$ cat src/rtl/fpu_rsv_pkg.sv
package fpu_rsv_pkg;

  localparam int unsigned NRES = 6;

  // resource bit positions
  localparam int unsigned B_FA = 0;
  localparam int unsigned B_FB = 1;
  localparam int unsigned B_FC = 2;
  localparam int unsigned B_FD = 3;
  localparam int unsigned B_MA = 4;
  localparam int unsigned B_MB = 5;

  typedef logic [NRES-1:0] res_t;

  typedef enum logic [2:0] {
    OP_SARITH = 3'd0,
    OP_SDIV   = 3'd1,
    OP_DCONV  = 3'd2,
    OP_DARITH = 3'd3,
    OP_DDIV   = 3'd4,
    OP_IMUL   = 3'd5,
    OP_STLD   = 3'd6,
    OP_NONE   = 3'd7
  } op_e;

  // longest pattern ends at this offset after issue
  localparam int unsigned LAST_OFS = 23;

  function automatic res_t mk(input logic fa, input logic fb, input logic fc,
                              input logic fd, input logic ma, input logic mb);
    res_t r;
    r = '0;
    r[B_FA] = fa;
    r[B_FB] = fb;
    r[B_FC] = fc;
    r[B_FD] = fd;
    r[B_MA] = ma;
    r[B_MB] = mb;
    return r;
  endfunction

  // occupancy of op at offset ofs after issue; alt_ma selects MA for the mul window
  function automatic res_t op_row(input op_e op, input int unsigned ofs, input logic alt_ma);
    res_t r;
    r = '0;
    unique case (op)
      OP_SARITH: begin
        if (ofs == 1) r = mk(1, 1, 0, 0, 0, 0);
        else if (ofs == 2) r = mk(0, 0, 1, 0, 0, 0);
      end
      OP_SDIV: begin
        if (ofs == 1) r = mk(1, 1, 0, 1, 0, 0);
        else if (ofs == 2) r = mk(0, 0, 1, 1, 0, 0);
        else if (ofs >= 3 && ofs <= 9) r = mk(0, 0, 0, 1, 0, 0);
        else if (ofs == 10) r = mk(0, 1, 0, 1, 0, 0);
        else if (ofs == 11) r = mk(0, 0, 1, 0, 0, 0);
      end
      OP_DCONV: begin
        if (ofs == 1) r = mk(1, 1, 0, 0, 0, 0);
        else if (ofs == 2) r = mk(0, 1, 1, 0, 0, 0);
        else if (ofs == 3) r = mk(0, 0, 1, 0, 0, 0);
      end
      OP_DARITH: begin
        if (ofs == 1) r = mk(1, 1, 0, 0, 0, 0);
        else if (ofs >= 2 && ofs <= 6) r = mk(0, 1, 1, 0, 0, 0);
        else if (ofs == 7) r = mk(0, 0, 1, 0, 0, 0);
      end
      OP_DDIV: begin
        if (ofs == 1) r = mk(1, 1, 0, 1, 0, 0);
        else if (ofs == 2) r = mk(0, 1, 1, 1, 0, 0);
        else if (ofs == 3) r = mk(0, 0, 1, 1, 0, 0);
        else if (ofs >= 4 && ofs <= 19) r = mk(0, 0, 0, 1, 0, 0);
        else if (ofs == 20) r = mk(0, 1, 0, 1, 0, 0);
        else if (ofs == 21 || ofs == 22) r = mk(0, 1, 1, 1, 0, 0);
        else if (ofs == 23) r = mk(0, 0, 1, 0, 0, 0);
      end
      OP_IMUL: begin
        if (ofs == 1) r = mk(0, 0, 0, 0, 1, 0);
        else if (ofs >= 2 && ofs <= 4) r = mk(0, 0, 0, 0, alt_ma, !alt_ma);
        else if (ofs == 5) r = mk(0, 0, 1, 0, 0, 0);
      end
      OP_STLD: begin
        if (ofs >= 2 && ofs <= 4) r = mk(0, 1, 0, 0, 0, 0);
      end
      default: r = '0;
    endcase
    return r;
  endfunction

endpackage

$ cat src/rtl/fpu_rsv_pattern.sv
module fpu_rsv_pattern
  import fpu_rsv_pkg::*;
#(
  parameter int unsigned DEPTH  = 24,
  parameter bit          ALT_MA = 1'b0
) (
  input  logic [2:0]             op_i,
  output logic [DEPTH-1:0][NRES-1:0] pat_o
);

  op_e op;
  assign op = op_e'(op_i);

  for (genvar k = 0; k < DEPTH; k++) begin : g_row
    assign pat_o[k] = op_row(op, k, ALT_MA);
  end

endmodule

$ cat src/rtl/fpu_rsv_conflict.sv
module fpu_rsv_conflict
  import fpu_rsv_pkg::*;
#(
  parameter int unsigned DEPTH = 24
) (
  input  logic [DEPTH-1:0][NRES-1:0] tab_i,
  input  logic [DEPTH-1:0][NRES-1:0] pat_i,
  output logic                       hit_o
);

  logic [DEPTH-1:0] row_hit;

  for (genvar k = 0; k < DEPTH; k++) begin : g_row
    logic overlap, excl;
    assign overlap = |(tab_i[k] & pat_i[k]);
    // FB and any multiplier stage may not share a cycle
    assign excl = (pat_i[k][B_FB] & (tab_i[k][B_MA] | tab_i[k][B_MB]))
                | ((pat_i[k][B_MA] | pat_i[k][B_MB]) & tab_i[k][B_FB]);
    assign row_hit[k] = overlap | excl;
  end

  assign hit_o = |row_hit;

endmodule

$ cat src/rtl/fpu_rsv_table.sv
module fpu_rsv_table
  import fpu_rsv_pkg::*;
#(
  parameter int unsigned DEPTH = 24
) (
  input  logic                       clk_i,
  input  logic                       rst_ni,
  input  logic                       load_i,
  input  logic [DEPTH-1:0][NRES-1:0] pat_i,
  output logic [DEPTH-1:0][NRES-1:0] tab_o
);

  logic [DEPTH-1:0][NRES-1:0] tab_q, tab_d;

  for (genvar k = 0; k < DEPTH; k++) begin : g_row
    if (k == DEPTH - 1) begin : g_tail
      assign tab_d[k] = '0;
    end else begin : g_body
      assign tab_d[k] = tab_q[k+1] | (load_i ? pat_i[k+1] : '0);
    end
  end

  always_ff @(posedge clk_i or negedge rst_ni) begin
    if (!rst_ni) tab_q <= '0;
    else         tab_q <= tab_d;
  end

  assign tab_o = tab_q;

endmodule

$ cat src/rtl/fpu_hazard_rsv.sv
module fpu_hazard_rsv
  import fpu_rsv_pkg::*;
#(
  parameter int unsigned DEPTH = LAST_OFS + 1
) (
  input  logic       clk_i,
  input  logic       rst_ni,
  input  logic       req_valid_i,
  input  logic [2:0] req_op_i,
  output logic       grant_o,
  output logic       busy_o,
  output logic [5:0] resv_now_o
);

  localparam int unsigned NVAR = 2;

  logic [DEPTH-1:0][NRES-1:0] tab;
  logic [DEPTH-1:0][NRES-1:0] pat   [NVAR];
  logic [NVAR-1:0]            hit;
  logic [DEPTH-1:0][NRES-1:0] pat_sel;
  logic                       ok;

  // variant 0: mul window on MB, variant 1: on MA
  for (genvar v = 0; v < NVAR; v++) begin : g_var
    fpu_rsv_pattern #(.DEPTH(DEPTH), .ALT_MA(v == 1)) u_pat (
      .op_i (req_op_i),
      .pat_o(pat[v])
    );
    fpu_rsv_conflict #(.DEPTH(DEPTH)) u_cfl (
      .tab_i(tab),
      .pat_i(pat[v]),
      .hit_o(hit[v])
    );
  end

  assign ok      = !hit[0] || !hit[1];
  assign pat_sel = hit[0] ? pat[1] : pat[0];
  assign grant_o = req_valid_i && ok;
  assign busy_o  = req_valid_i && !ok;

  fpu_rsv_table #(.DEPTH(DEPTH)) u_tab (
    .clk_i (clk_i),
    .rst_ni(rst_ni),
    .load_i(grant_o),
    .pat_i (pat_sel),
    .tab_o (tab)
  );

  assign resv_now_o = tab[0];

endmodule

$ cat config.mk
export PLATFORM = sky130hd
export DESIGN_NAME = fpu_hazard_rsv
export DESIGN_NICKNAME = d
export VERILOG_FILES = /design/src/rtl/fpu_rsv_pkg.sv /design/src/rtl/fpu_rsv_pattern.sv /design/src/rtl/fpu_rsv_conflict.sv /design/src/rtl/fpu_rsv_table.sv /design/src/rtl/fpu_hazard_rsv.sv
export SDC_FILE = /design/constraint.sdc
export NUM_CORES = 1
export LEC_CHECK = 0
export ABC_AREA = 1
export BUFFER_PORTS_ARGS = -buffer_cell sky130_fd_sc_hd__clkbuf_2
export CORE_MARGIN = 5
export CORE_UTILIZATION = 35
export CTS_CLUSTER_DIAMETER = 100
export DETAILED_ROUTE_END_ITERATION = 10
export PLACE_DENSITY = 0.59
export SYNTH_ARGS = -nofsm -noshare
export SYNTH_HDL_FRONTEND = slang
export SYNTH_SLANG_ARGS = --single-unit
export TNS_END_PERCENT = 5
$ cat constraint.sdc
create_clock -name clk_i -period 3.65 [get_ports clk_i]
set_clock_uncertainty 0.2 [all_clocks]
set_input_delay 0.5475 -clock clk_i [delete_from_list [all_inputs] [get_ports clk_i]]
set_output_delay 0.5475 -clock clk_i [all_outputs]
set_load 0.02 [all_outputs]
==> results.md, run 1 <==
* Top FF cell, synth: dfrtp_1
* Number of flip-flops under the largest register name at 55
* CTS H-Tree Depth at 2
* PortBufs at 13
* Final Slew Violations at 0
* Inserted Diodes at 0
* Clk buf depth at 2
* Clk root buf: clkbuf_8
* Worst Hold End: u_tab.tab_o[80]
* CTS tree: yes
* WP buf/inv at 3
* Post-Layout Cell Count at 349
* Yosys reg bits at 55
* R2R cell count at 12
* Area after DPL at 2410 um^2
* Worst setup EP type: output port
* Insertion delay to the later sink of the worst-skew pair at 0.31 ns
* Most frequent cells after synthesis: nand2_1, dfrtp_1, inv_1
* Yosys top cell by area: dfrtp_1
* Setup violators final at 0
* Slowest cell on crit path: clkbuf_2
* Area growth from synthesis to layout at 7.64%
* Die H at 91.5 um
* Initial Utilization at 36.2%
* Max frequency at 382 MHz
* Post-cts sizing count at 0
* Register-to-register setup slack at 1.60 ns
* Worst path most repeated cell: nand2_1
* GP Congestion at 0.873
* Setup WS pre-CTS at 0.997 ns
* CP Launch Type: primary input
* Die width at 91.5 um
* Final net count at 277
* Final worst setup slack at 1.03 ns
* Async S/R FF share, synth at 100%
* Vias after detailed routing at 1479
* Fin area at 2500 um^2
* Mapped Nets at 266
* I/O Pins at 14
* Detail-routed net length per standard cell at 10.6 um
* Post-Place Cells at 341
* Status: finished clean
* CTS Buf Count at 5
* Row Count at 29
* Crit Path Class: in2out
* Final period util at 71.7%
* Netlist cell types at 20
* R2r endpoint: u_tab.tab_o[81]
* Total number of yosys warnings at 0
* Worst Path Max Fanout at 10
* Fin. Hold Viols at 0
* Max_slew headroom at 32.4%
* Arrival @ worst endpoint at 1.87 ns
* Initial antenna violation count at 0
* Synth top area share at 59.2%
* Max_cap viols at 0
* Post-synth EDFFs at 0
* DRT Pass-1 Iters at 4
* Remaining Overflow, GRT at 0
* LEAKAGE at 1.52 nW
* Fraction of layout cells with a size suffix above 1 at 19.5%
* Final setup TNS at 0 ns
* Worst-margin pin slew at 1.01 ns
* Antenna Nets Post-Route at 0
* DRC viols at 0
* Hpwl dp at 2680 um
* Clock transition at path regs at 0.08 ns
* Sequential fraction of the synthesis area at 59.2%
* Delay-heaviest family, CP: simple AND/OR/NAND/NOR gates
* CP required at 2.90 ns
* Syn Inst Count at 260
* Detailed Route Iter0 Violations at 52
* Die Area at 8370 um^2
* Cts hold-fix bufs at 0
* Post-layout min period at 2.62 ns
* Peak supply drop at 0.280 mV
* Slowest Stage Delay on Critical Path at 0.23 ns
* Power per cell area at 666 nW/um^2
* Netlist Area Pre-Place at 2320 um^2
* WHS Path Cells at 0
* Clock Sinks at 55
* Worst-path cell chain: clkbuf_2, inv_4, nand2_1, nor2_1, nand2_1, nand2_1, nor2_1, nand2_1, nor2_2, nand3_2, nor2_4, clkbuf_2
* Vias in the first global route at 1415
* RSZ-0062 raised after global routing: false
* Top-count cell post-synth: nand2_1
* Core area at 6420 um^2
* Hold WC Path Type: reg2reg
* All-Layer GR Usage at 10.2%
* Dominant cells by area after synthesis: dfrtp_1, nand2_1, inv_1
* Syn Area/Cell at 8.94 um^2
* Worst r2r src: u_tab.tab_o[122]
* First-pass GRT wire length at 6760 um
* Vias per cell at 4.24
* Post-Route WL at 3690 um
* Hold Path Origin: u_tab.tab_o[86]
* Post-CTS Setup Bufs at 0
* Pin count of the biggest net entering global routing at 42
## worst max-delay path by stage
stage          slack, ns  cells past startpoint      end        start
6_report            1.03                     12  grant_o  req_op_i[1]
4_1_cts             0.99                     12  grant_o  req_op_i[1]
2_1_floorplan       1.29                     12  grant_o  req_op_i[0]
3_3_place_gp         1.0                     12  grant_o  req_op_i[1]
3_5_place_dp         1.0                     12  grant_o  req_op_i[1]
5_1_grt             0.85                     12  grant_o  req_op_i[1]
## cell usage in the layout, fill, tap and decap left out
master and instances:
a21oi_1 3, buf_4 2, clkbuf_1 1, clkbuf_2 13
clkbuf_8 6, clkinv_4 1, dfrtp_1 55, inv_1 46
inv_2 5, inv_4 1, nand2_1 75, nand2_2 18
nand2_8 1, nand3_1 13, nand3_2 3, nand4_1 2
nor2_1 19, nor2_2 2, nor2_4 1, nor3_1 2
o21ai_0 1, o21ai_1 2
## layout make-up
class                      instances  area (um^2)
inverter                          52          198
sequential                        55         1380
tap                               77         96.3
timing repair buffer              15         80.1
clock inverter                     1         8.76
fill                             624         3920
multi-input combinational        142          657
clock buffer                       7         86.3
## worst register-to-register path, cell delays in order (launching register included)
cell and delay (ns):
dfrtp_1 0.41, nor2_1 0.10, nand2_1 0.06, nor2_1 0.09
nand2_1 0.06, nand2_1 0.07, nand2_1 0.07, nor2_2 0.12
nand3_2 0.11, nor2_4 0.14, buf_4 0.24, nand2_2 0.20
nand2_1 0.12
## power breakdown
part / total, W / switching (W) / internal, W / leakage, nW
sequential: 0.000846 / 0.0000685 / 0.000778 / 0.733
clock: 0.000346 / 0.000191 / 0.000156 / 0.0484
combinational: 0.000475 / 0.000306 / 0.000169 / 0.739
total: 0.00167 / 0.000565 / 0.00110 / 1.52
## logic make-up after synthesis
| kind of cell | Yosys count | share of synthesized area [%] |
|---|---|---|
| flops | 55 | 59.2 |
| buf+inv | 63 | 12.5 |
| simple gates | 136 | 27.0 |
| compound gates | 6 | 1.29 |
## per-stage QoR
stage / hold WS, ns / power [W] / util (%)
2_1_floorplan: 0.0519 / 0.00126 / -
3_3_place_gp: 0.134 / 0.00134 / 37.5
3_5_place_dp: 0.136 / 0.00135 / 37.5
4_1_cts: 0.157 / 0.00170 / 39.0
5_1_grt: 0.159 / 0.00181 / 39.0
6_report: 0.154 / 0.00167 / 39.0
## per-layer routing
metal,global-route usage [%],up-vias,share of wire [%]
met1,13.7,685,49
met2,15.0,17,44
li1,-,770,-
met5,0,-,0
met4,3.39,0,1.6
met3,3.88,7,5.0
(Power assumes the default switching activity.)
==> run 2, diff against run 1 <==
==> constraint.sdc (replaced) <==
create_clock -name clk_i -period 2.7 [get_ports clk_i]
set_clock_uncertainty 0.2 [all_clocks]
set_input_delay 0.405 -clock clk_i [delete_from_list [all_inputs] [get_ports clk_i]]
set_output_delay 0.405 -clock clk_i [all_outputs]
set_load 0.02 [all_outputs]
==> results.md, run 2 (synthesis gave the netlist of run 1 again) <==
* CTS Buf Count at 5 (unchanged)
* Commonest non-fill, non-tap cells in the layout: nand2_1, dfrtp_1, inv_1
* Vias in the first global route at 1545 (+9.2%)
* Worst-path cell chain: nor2_1, nand2_1, nor2_1, nand2_1, nand2_1, nand2_1, nor2_2, nand3_2, nor2_4, clkbuf_2
* Pin count of the biggest net entering global routing at 33 (-21%)
* GR peak layer: met2
* Met3 usage at 4.13% (+0.25 points)
* I/O Pins at 14 (unchanged)
* Area growth from synthesis to layout at 7.91%
* DRT Pass-1 Iters at 4 (unchanged)
* Die H at 91.5 um (unchanged)
* Final net count at 280 (+1.1%)
* All-Layer GR Usage at 10.8% (+0.66 points)
* Detailed Route Iter0 Violations at 84 (+62%)
* Setup violators final at 0 (unchanged)
* WHS Path Cells at 0 (unchanged)
* Final Slew Violations at 0 (unchanged)
* CP Launch Type: register
* Register-to-register setup slack at 0.57 ns (-1.03 ns)
* WP buf/inv at 1 (-2)
* Final setup TNS at 0 ns (unchanged)
* Clock transition at path regs at 0.08 ns (about the same)
* R2R cell count at 12 (unchanged)
* GP Congestion at 0.831 (-4.8%)
* CP required at 2.10 ns (-0.80 ns)
* Worst setup EP type: output port
* Vias per cell at 4.28 (+1.1%)
* Delay-heaviest family, CP: simple AND/OR/NAND/NOR gates
* Met2 Usage GRT at 16.8% (+1.8 points)
* Core area at 6420 um^2 (unchanged)
* Row Count at 29 (unchanged)
* Hpwl dp at 2850 um (+6.1%)
* FILL cells at 648 (+3.8%)
* Max_cap viols at 0 (unchanged)
* Crit Path Class: reg2out
* Worst Path Max Fanout at 6 (-4)
* Max_slew headroom at 50.0% (+18 points)
* Vias after detailed routing at 1499 (+1.4%)
* Remaining Overflow, GRT at 0 (unchanged)
* Tot Pwr at 0.00222 W (+33%)
* DRC viols at 0 (unchanged)
* Post-Route WL at 3780 um (+2.7%)
* RSZ-0062 raised after global routing: false
* Worst path depth at 10 (-2)
* Die Area at 8370 um^2 (unchanged)
* Detail-routed net length per standard cell at 10.8 um (+2.4%)
* Post-Place Cells at 343 (+0.59%)
* Arrival @ worst endpoint at 1.87 ns (about the same)
* Worst-margin pin slew at 0.750 ns (-0.264 ns)
* Peak supply drop at 0.414 mV (+48%)
* Initial antenna violation count at 0 (unchanged)
* Clk buf depth at 2 (unchanged)
* Hold WC Path Type: reg2reg
* Clk root buf: clkbuf_8
* Post-cts sizing count at 0 (unchanged)
* CTS H-Tree Depth at 2 (unchanged)
* Fin. Hold Viols at 0 (unchanged)
* Post-Layout Cell Count at 350 (+0.29%)
* Most common cell after layout, fill and taps aside: nand2_1
* Antenna Nets Post-Route at 0 (unchanged)
* Initial Utilization at 36.2% (unchanged)
* Fin area at 2510 um^2 (+0.25%)
* Max frequency at 404 MHz
* Met1 GRT Util at 13.9% (+0.12 points)
* Slowest Stage Delay on Critical Path at 0.40 ns (+0.17 ns)
* Inserted Diodes at 0 (unchanged)
* LEAKAGE at 1.52 nW (+0.13%)
* Post-layout min period at 2.47 ns
* Final period util at 91.6%
* Power per cell area at 883 nW/um^2 (+33%)
* Slowest cell on crit path: dfrtp_1
* Clock Sinks at 55 (unchanged)
* Die width at 91.5 um (unchanged)
* Number of flip-flops under the largest register name at 55 (unchanged)
* Area after DPL at 2420 um^2 (+0.62%)
* Worst path most repeated cell: nand2_1
* PortBufs at 13 (unchanged)
* First-pass GRT wire length at 7080 um (+4.7%)
* CTS tree: yes
* Status: finished clean
* Post-CTS Setup Bufs at 0 (unchanged)
* Fraction of layout cells with a size suffix above 1 at 19.8% (+0.29 points)
* Insertion delay to the later sink of the worst-skew pair at 0.31 ns (about the same)
-- run 2: worst register-to-register path: stages (launching register included) --
cell	delay [ns]
dfrtp_1	0.40
nor2_1	0.11
nand2_1	0.07
nor2_1	0.10
nand2_1	0.07
nand2_1	0.09
nand2_1	0.07
nor2_2	0.13
nand3_2	0.11
nor2_4	0.21
buf_4	0.22
nand2_2	0.17
nand2_1	0.11
-- run 2: path summary, 6_finish.rpt --
kind,startpoint,to
min in group asynchronous,rst_ni,u_tab.tab_o[9]
min,u_tab.tab_o[74],u_tab.tab_o[68]
max,u_tab.tab_o[122],grant_o
max in group asynchronous,rst_ni,u_tab.tab_o[7]
max reg2reg,u_tab.tab_o[122],u_tab.tab_o[63]
min reg2reg,u_tab.tab_o[74],u_tab.tab_o[68]
-- run 2: metal layers --
metal	wire length [um]	share of wire, %	vias to the layer above
met5	0	0	-
met4	61	1.6	0
met3	191	5.0	8
met2	1720	46	23
met1	1810	48	695
li1	-	-	773
-- run 2: metrics by stage --
step / setup WS (ns) / utilization [%] / hold WS [ns]
after CTS: 0.182 / 39.1 / 0.157
after detailed placement: 0.271 / 37.7 / 0.135
after global placement: 0.272 / 37.7 / 0.133
after global routing: 0.0408 / 39.1 / 0.165
final: 0.227 / 39.1 / 0.155
after floorplan: 0.630 / - / -0.0906
-- run 2: cell type report --
cell class	instances	area, um^2	share of cell area (%)
clock inverters	1	7.51	0.299
multi-input cells	142	657	26.2
clock buffers	5	68.8	2.74
repair buffers	18	105	4.19
flip-flops and latches	55	1380	54.9
well taps	77	96.3	3.84
inverters	52	198	7.88
-- run 2: report_power, final --
part | internal [W] | switching, W
clock network | 0.000173 | 0.000244
logic | 0.000231 | 0.000420
registers | 0.00105 | 0.0000965
-- run 2: repair_timing --
action	CTS	global route
hold buffers	1	0
endpoints found under the setup margin	0	0
endpoints found under the hold margin	30	0
